**src/rtl/eth_rx_qualifier.sv**
```systemverilog
module eth_rx_qualifier #(
  parameter int HDR_BYTES = 14,
  parameter int SHORT_PRE = 11,
  parameter int LONG_PRE  = 32,
  parameter int MAX_LEN   = 1500,
  parameter int MIN_PAY   = 46,
  parameter int CNT_W     = 16
) (
  input  logic        clk,
  input  logic        rst_n,
  input  logic        soft_rst,
  input  logic        cfg_short_pre,
  input  logic        cfg_strict_pre,
  input  logic        cfg_pass_ctrl,
  input  logic        cfg_rx_flow,
  input  logic        cfg_len_chk,
  input  logic        cfg_loopback,
  input  logic [3:0]  mii_rxd,
  input  logic        mii_rx_dv,
  input  logic        mii_rx_er,
  input  logic [3:0]  mii_txd,
  input  logic        mii_tx_en,
  input  logic        mii_tx_er,
  output logic [7:0]  out_data,
  output logic        out_valid,
  output logic        out_sof,
  output logic        out_eof,
  output logic        out_drop,
  output logic        out_len_err,
  output logic        pause_req,
  output logic [15:0] pause_quanta
);
  localparam int DLY     = HDR_BYTES - 1;
  localparam int PRE_W   = $clog2(LONG_PRE + 1);
  localparam int DCW     = $clog2(DLY + 1);
  localparam int IX_TYPE = HDR_BYTES - 1;
  localparam int IX_OP   = HDR_BYTES + 1;
  localparam int IX_QNT  = HDR_BYTES + 3;
  localparam int OVH     = HDR_BYTES + 4;

  typedef enum logic [2:0] {S_PRE, S_HDR, S_BODY, S_SKIP, S_DRAIN} st_t;

  wire [3:0] in_d  = cfg_loopback ? mii_txd   : mii_rxd;
  wire       in_dv = cfg_loopback ? mii_tx_en : mii_rx_dv;
  wire       in_er = cfg_loopback ? mii_tx_er : mii_rx_er;

  st_t             st;
  logic [3:0]      r_d, lo;
  logic            r_dv, r_er, ph;
  logic [PRE_W-1:0] pre_cnt;
  logic [CNT_W-1:0] idx;
  logic [DCW-1:0]  dcnt;
  logic [7:0]      dly [DLY];
  logic            fwd, ctrl, op_ok, bad, lerr;
  logic [15:0]     len_fld;

  wire             stb     = r_dv & ph;
  wire [7:0]       b       = {r_d, lo};
  wire [15:0]      pair    = {dly[0], b};
  wire [PRE_W-1:0] pre_lim = cfg_short_pre ? PRE_W'(SHORT_PRE) : PRE_W'(LONG_PRE);
  wire [CNT_W-1:0] pay     = (idx >= CNT_W'(OVH)) ? idx - CNT_W'(OVH) : '0;
  wire             len_bad = cfg_len_chk && (len_fld <= 16'(MAX_LEN)) &&
                             (32'(len_fld) != 32'(pay)) &&
                             !(pay == CNT_W'(MIN_PAY) && len_fld < 16'(MIN_PAY));
  wire             is_ctl  = (pair == 16'h8808);
  wire             take    = r_dv && !r_er && stb;
  wire             shift_en = (st == S_HDR && take) || (st == S_BODY && take && !bad) ||
                              (st == S_DRAIN);

  always_ff @(posedge clk)
    if (shift_en) begin
      for (int i = DLY - 1; i > 0; i--) dly[i] <= dly[i-1];
      dly[0] <= (st == S_DRAIN) ? 8'h00 : b;
    end

  always_ff @(posedge clk) begin
    if (!rst_n || soft_rst) begin
      st <= S_PRE; r_d <= '0; lo <= '0; r_dv <= 1'b0; r_er <= 1'b0; ph <= 1'b0;
      pre_cnt <= '0; idx <= '0; dcnt <= '0; fwd <= 1'b0; ctrl <= 1'b0;
      op_ok <= 1'b0; bad <= 1'b0; lerr <= 1'b0; len_fld <= '0;
      out_data <= '0; out_valid <= 1'b0; out_sof <= 1'b0; out_eof <= 1'b0;
      out_drop <= 1'b0; out_len_err <= 1'b0; pause_req <= 1'b0; pause_quanta <= '0;
    end else begin
      out_valid <= 1'b0; out_sof <= 1'b0; out_eof <= 1'b0;
      out_drop <= 1'b0; out_len_err <= 1'b0; pause_req <= 1'b0;
      r_d <= in_d; r_dv <= in_dv; r_er <= in_er;
      ph <= r_dv ? ~ph : 1'b0;
      if (r_dv && !ph) lo <= r_d;
      case (st)
        S_PRE:
          if (!r_dv) pre_cnt <= '0;
          else if (r_er) st <= S_SKIP;
          else if (stb) begin
            if (b == 8'hD5) begin
              st <= S_HDR; idx <= '0; bad <= 1'b0;
            end else if ((cfg_strict_pre && b != 8'h55) || pre_cnt == pre_lim)
              st <= S_SKIP;
            else pre_cnt <= pre_cnt + 1'b1;
          end
        S_SKIP:
          if (!r_dv) begin st <= S_PRE; pre_cnt <= '0; end
        S_HDR:
          if (!r_dv) begin st <= S_PRE; pre_cnt <= '0; end
          else if (r_er) st <= S_SKIP;
          else if (stb) begin
            idx <= idx + 1'b1;
            if (idx == CNT_W'(IX_TYPE)) begin
              st <= S_BODY; len_fld <= pair; ctrl <= is_ctl; op_ok <= 1'b0;
              fwd <= !is_ctl || cfg_pass_ctrl;
              out_valid <= !is_ctl || cfg_pass_ctrl;
              out_sof <= !is_ctl || cfg_pass_ctrl;
              out_data <= dly[DLY-1];
            end
          end
        S_BODY:
          if (!r_dv) begin
            st <= S_DRAIN; dcnt <= DCW'(DLY); lerr <= len_bad;
          end else if (r_er) bad <= 1'b1;
          else if (stb && !bad) begin
            if (idx != '1) idx <= idx + 1'b1;
            out_valid <= fwd; out_data <= dly[DLY-1];
            if (idx == CNT_W'(IX_OP)) op_ok <= ctrl && pair == 16'h0001;
            if (idx == CNT_W'(IX_QNT) && op_ok && cfg_rx_flow) begin
              pause_req <= 1'b1; pause_quanta <= pair;
            end
          end
        S_DRAIN: begin
          out_valid <= fwd; out_data <= dly[DLY-1];
          dcnt <= dcnt - 1'b1;
          if (dcnt == DCW'(1)) begin
            out_eof <= fwd; out_drop <= fwd && bad;
            out_len_err <= fwd && lerr && !bad;
            st <= S_PRE; pre_cnt <= '0;
          end
        end
        default: st <= S_PRE;
      endcase
    end
  end
endmodule

```
**config.mk**
```make
export PLATFORM = sky130hd
export DESIGN_NAME = eth_rx_qualifier
export DESIGN_NICKNAME = d
export VERILOG_FILES = /design/src/rtl/eth_rx_qualifier.sv
export SDC_FILE = /design/constraint.sdc
export NUM_CORES = 1
export LEC_CHECK = 0
export BUFFER_PORTS_ARGS = -buffer_cell sky130_fd_sc_hd__clkbuf_2
export CORE_ASPECT_RATIO = 1.75
export CORE_MARGIN = 1.5
export CORE_UTILIZATION = 40
export DETAILED_ROUTE_END_ITERATION = 8
export SYNTH_ARGS = -nofsm -noshare
export SYNTH_HDL_FRONTEND = slang
export SYNTH_SLANG_ARGS = --single-unit
```
**constraint.sdc**
```tcl
create_clock -name clk -period 9.1 [get_ports clk]
set_input_delay 0.91 -clock clk [delete_from_list [all_inputs] [get_ports clk]]
set_output_delay 0.91 -clock clk [all_outputs]
set_load 0.02 [all_outputs]
```
==> Word-level counts from Yosys, hierarchy flattened <==
Memory sizes are Yosys's and may differ from the RTL's.
Cells that the tools add are included.
{ "op_classes": {"n_addsub": 4, "magnitude_cmp": 3, "eq_ne": 42, "muxes": 76, "bitwise": 9, "reduce_logical": 51} }
{ "op_table": {"columns": ["op", "count"], "rows": [
  ["16-bit two-way mux", 12],
  ["8-bit two-way mux", 8],
  ["6-bit two-way mux", 8],
  ["16-bit case mux with 3 select lines", 1],
  ["3-bit two-way mux", 12],
  ["16-bit by 4-bit == test with 1-bit output (second input constant)", 2],
  ["1-bit two-way mux", 26],
  ["2-bit inequality test (second input constant)", 13],
  ["8-bit case mux with 3 select lines", 1],
  ["1-bit logical AND", 18],
  ["6-bit case mux with 3 select lines", 1],
  ["16-bit by 1-bit adder with 16-bit output (second input constant)", 1],
  ["16-bit by 1-bit == test with 1-bit output (second input constant)", 1],
  ["16-bit == test (second input constant)", 1],
  ["16-bit by 5-bit == test with 1-bit output (second input constant)", 1],
  ["16-bit by 6-bit == test with 1-bit output (second input constant)", 1],
  ["16-bit by 5-bit greater-or-equal comparator with 1-bit output (second input constant)", 1],
  ["16-bit by 11-bit less-or-equal comparator with 1-bit output (second input constant)", 1],
  ["16-bit by 6-bit < comparator with 1-bit output (second input constant)", 1],
  ["16-bit inequality test", 1],
  ["16-bit inequality test (second input constant)", 1],
  ["8-bit AND reduction", 2],
  ["16-bit by 5-bit subtractor with 16-bit output (second input constant)", 1],
  ["3-bit inequality test (second input constant)", 5],
  ["32 further kinds", 65]
]} }
{ "totals": {"regBits": 91, "ram_bits": 104, "inputBits": 21, "output_inout_bits": 30, "elab_cells": 209, "n_memories": 1} }
{ "memory_table": {"columns": ["memory", "words", "width", "read_ports", "rd_ports_with_merged_regs", "write_ports", "line_no", "source"], "rows": [
  ["dly", 13, 8, 13, 0, 13, "53", "logic [7:0] dly [DLY];"]
]} }

==> Logic depth before layout (Yosys ltp) <==
{ "depth": {"depth_word": 9, "mapped_depth": 11, "mapped_depth_nobuf": 10} }

==> Worst setup path after synthesis <==
No wires, ideal clock.
{ "synth_path": {"path_type": "flip-flop to flip-flop", "startpoint": "register r_dv", "endpoint": "memory dly[0][0], enable pin", "setup_ns": 0.466, "arrival_time_ns": 3.455, "required_time_ns": 8.634, "setup_slack_ns": 5.179, "path_stages_with_launch": 7, "n_path_buf": 1, "period_less_slack_ns": 3.921, "cell_sequence": "dfxtp_1 -> clkbuf_1 -> nand2_1 -> nor3_1 -> a21oi_1 -> or2_2 -> nand2_1"} }
{ "synth_rtl": {"columns": ["element", "line_no", "source"], "rows": [
  ["start, declared", "49", "logic r_dv, r_er, ph;"],
  ["start signal, assigned", "86", "r_d <= in_d; r_dv <= in_dv; r_er <= in_er;"],
  ["end, declared", "53", null]
]} }

==> Worst setup path in the final report <==
{ "layout_path": {"startpoint": "register idx[6]", "endpoint": "register lerr"} }
{ "layout_between": {"elab_chain_len": 6, "word_cells_on_any_way": 9, "classes_between": "1 x add/sub; 1 x order compare; 2 x eq/ne; 1 x mux; 4 x reduce/logical"} }
{ "layout_lines": {"columns": ["element", "line_no", "source"], "rows": [
  ["start, declared", "51", "logic [CNT_W-1:0] idx;"],
  ["start signal, assigned", "106", "idx <= idx + 1'b1;"],
  ["start signal, assigned", "120", "if (idx != '1) idx <= idx + 1'b1;"],
  ["16-bit by 5-bit subtractor with 16-bit output or 16-bit by 5-bit greater-or-equal comparator with 1-bit output (tied branches)", "61", "wire [CNT_W-1:0] pay = (idx >= CNT_W'(OVH)) ? idx - CNT_W'(OVH) : '0;"],
  ["16-bit two-way mux *", "61", null],
  ["16-bit by 6-bit == test with 1-bit output", "64", "!(pay == CNT_W'(MIN_PAY) && len_fld < 16'(MIN_PAY));"],
  ["1-bit logical AND", "64", null],
  ["1-bit logical NOT", "64", null],
  ["1-bit logical AND *", "63", "(32'(len_fld) != 32'(pay)) &&"],
  ["end signal, assigned", "80", "op_ok <= 1'b0; bad <= 1'b0; lerr <= 1'b0; len_fld <= '0;"],
  ["end signal, assigned", "117", "st <= S_DRAIN; dcnt <= DCW'(DLY); lerr <= len_bad;"],
  ["end, declared", "54", "logic fwd, ctrl, op_ok, bad, lerr;"]
]} }
Mark *: on every way between the ends. The rest lies on a longest branch, timed or not.
A chain may end at the register's enable or synchronous reset.

==> results.sh <==
export IMPL_overflow=0
export IMPL_tightestPinTransition_ns=1.165
export IMPL_syn_area_per_cell_um2=11.44
export IMPL_clock_latency_ns=0.43
export IMPL_finalSetupViolations=0
export IMPL_critPathRequiredTime_ns=9.40
export IMPL_yosysWarnings=0
export IMPL_fin_cells=989
export IMPL_drive_gt1_share_pct=13.17
export IMPL_synth_area_mux_share_pct=4.417
export IMPL_min_path_cells=0
export IMPL_regArea_mm2=0.004945
export IMPL_cts_hold_buf=0
export IMPL_synth_fa_ha_area_share_pct=1.262
export IMPL_cts_max_path_buffers=2
export IMPL_cts_tree="yes"
export IMPL_syn_num_nets=722
export IMPL_synth_compound_area_share_pct=8.755
export IMPL_status="finished clean"
export IMPL_routedWlPerCell_um=17.09
export IMPL_coreArea_mm2=0.01957
export IMPL_cp_start_kind="flop"
export IMPL_finalHoldViolations=0
export IMPL_report_final_slew_viol_count=0
export IMPL_hp_class="reg2reg"
export IMPL_clk_pin_slew_ns=0.07
export IMPL_synth_edf_count=104
export IMPL_vias=5318
export IMPL_die_area_mm2=0.02072
export IMPL_cts_setup_buffers=0
export IMPL_htreeDepth=4
export IMPL_timing_final_ws_setup_ns=5.847
export IMPL_die_x_um=109.4
export IMPL_synth_flop_cell="edfxtp_1"
export IMPL_yosysUniqueCellTypes=69
export IMPL_grt_first_pass_wirelength_um=27370
export IMPL_io_buffers=50
export IMPL_ir_worst_vdd_uv=140.7
export IMPL_place_gp_congestion=0.9125
export IMPL_max_freq_mhz=307.4
export IMPL_clockRootBuffer="clkbuf_16"
export IMPL_wl_um=16900
export IMPL_wl_met1_um=6588
export IMPL_viasPerCell=5.377
export IMPL_grt_pass1_vias=5319
export IMPL_synth_simple_area_share_pct=17.04
export IMPL_layout_commonest_cell="edfxtp_1"
export IMPL_rows=68
export IMPL_nFillCells=1826
export IMPL_fin_crit_ns=3.253
export IMPL_met3WireLength_um=692
export IMPL_reg2regPathDepth=8
export IMPL_diodes=0
export IMPL_syn_inst=693
export IMPL_p_leak_nw=3.019
export IMPL_track_usage_pct=17.38
export IMPL_fin_skew_ns=0.01058
export IMPL_dr_first_iter_drc_count=308
export IMPL_drc=0
export IMPL_preCtsSetupSlack_ns=5.825
export IMPL_cts_sinks=195
export IMPL_cts_buffers=17
export IMPL_io_pins=51
export IMPL_hpwlAfterDp_um=11790
export IMPL_path_class="reg2reg"
export IMPL_initial_core_util_pct=40.53
export IMPL_die_h_um=189.3
export IMPL_endpoint_kind="flop"
export IMPL_pwr_density_cell_mw_per_mm2=184.3
export IMPL_slew_headroom_pct=22.33
export IMPL_ys_seq_area_share_pct=62.34
export IMPL_multi_input_area_mm2=0.002788
export IMPL_place_inst=957
export IMPL_top_layer_used="met4"
export IMPL_tns_ns=0
export IMPL_wl_met2_um=8889
export IMPL_max_cap_viol_count=0
export IMPL_crit_arrival_ns=3.55
export IMPL_grt_max_degree=97
export IMPL_drtAntennaViolNets=0
export IMPL_syn_area_mm2=0.007931
export IMPL_synth_top_family_by_area="simple AND/OR/NAND/NOR gates"
export IMPL_path_max_fanout=10
export IMPL_firstDrtPassIters=5
export IMPL_synthXorXnorAreaFrac_pct=3.486
export IMPL_nets=760
export IMPL_antenna_found_initial=0
export IMPL_hold_ws_ns=0.4146
export IMPL_mostFrequentLayoutCells="104 x edfxtp_1, 91 x dfxtp_1, 80 x nor2_1"
export IMPL_ys_ff_latch=195
export IMPL_rsz0062_at_grt="false"
export IMPL_cts_resized=0
export IMPL_area_growth_pct=12.79
export IMPL_fin_crit_sh_pct=35.75
export IMPL_synthArstFlopShare_pct=0
## per-layer routing
layer,vias to the layer above,track usage (%)
met1,2530,19.73
met3,52,3.787
met5,-,0
li1,2580,-
met2,156,29.72
met4,0,9.491
## area by class of cell
type	instances	area share [%]
clock buffer	20	4.881
clock inverter	12	1.329
inverter	17	0.7133
multi-input combinational	445	31.16
sequential	195	55.27
tap	245	3.427
timing repair buffer	55	3.217
## synth_stat cells, types with 3 or more instances
| cell type | number | area share [%] |
|---|---|---|
| o31ai_1 | 5 | 0.47 |
| ha_1 | 8 | 1.3 |
| nor4_1 | 10 | 0.79 |
| nor4b_1 | 5 | 0.55 |
| edfxtp_1 | 104 | 39 |
| nor3_1 | 15 | 0.95 |
| or3_1 | 8 | 0.63 |
| dfxtp_1 | 91 | 23 |
| clkbuf_1 | 27 | 1.3 |
| o21ai_0 | 13 | 0.82 |
| nand2_1 | 58 | 2.7 |
| nor2_1 | 80 | 3.8 |
| mux2i_1 | 35 | 4.4 |
| or4_1 | 6 | 0.57 |
| nand3_1 | 15 | 0.95 |
| buf_2 | 6 | 0.38 |
| xnor2_1 | 17 | 1.9 |
| nand4_1 | 12 | 0.95 |
| a211oi_1 | 4 | 0.38 |
| and2_1 | 12 | 0.95 |
| nand2b_1 | 11 | 0.87 |
| a21oi_1 | 49 | 3.1 |
| xor2_1 | 12 | 1.3 |
| a31oi_1 | 4 | 0.32 |
| nand4b_1 | 3 | 0.33 |
| inv_1 | 17 | 0.80 |
| nor2b_1 | 11 | 0.87 |
## cell families (layout without fill, tap and decap cells)
family | Yosys count | in the layout
and+or+nand+nor | 265 | 265
DFF | 195 | 195
AOI/OAI and AO/OA | 107 | 107
buffers and inverters | 53 | 104
muxes | 35 | 35
xor gates and xnor gates | 30 | 30
adders and majority gates | 8 | 8
## final timing paths
kind	from	to	slack, ns
worst min register to register	dly[0][72]	dly[0][80]	0.41
worst max register to register	idx[6]	lerr	5.85
worst min-delay path	dly[0][72]	dly[0][80]	0.41
worst max-delay path	idx[6]	lerr	5.85
## critical path: stages (launching register included)
cell	delay (ns)
dfxtp_1	0.42
or4_1	0.70
a21oi_1	0.23
nor4b_1	0.61
xnor2_1	0.21
xnor2_1	0.16
o22a_1	0.23
nor4_1	0.44
o31ai_1	0.13
## through the flow
step	cell area, um2	total power [W]	util [%]
6_report	8946	0.001648	45.72
2_1_floorplan	7931	0.0009554	-
3_3_place_gp	8391	0.0009648	42.88
4_1_cts	8946	0.001667	45.72
5_1_grt	8946	0.001708	45.72
3_5_place_dp	8391	0.0009655	42.88
## where the power goes
group	internal (W)	switching (W)	total [W]
logic	0.00000922	0.0000145	0.0000237
registers	0.000918	0.00000341	0.000921
clock network	0.000361	0.000342	0.000703
total	0.00129	0.000360	0.00165
## flip-flops by register name (all words and copies together), names as in the netlist, 3 cells and up
name	count
dcnt	4
dly	104
idx	16
len_fld	16
lo	4
out_data	8
pause_quanta	16
pre_cnt	6
r_d	4
st	3
(Power assumes the default switching activity.)
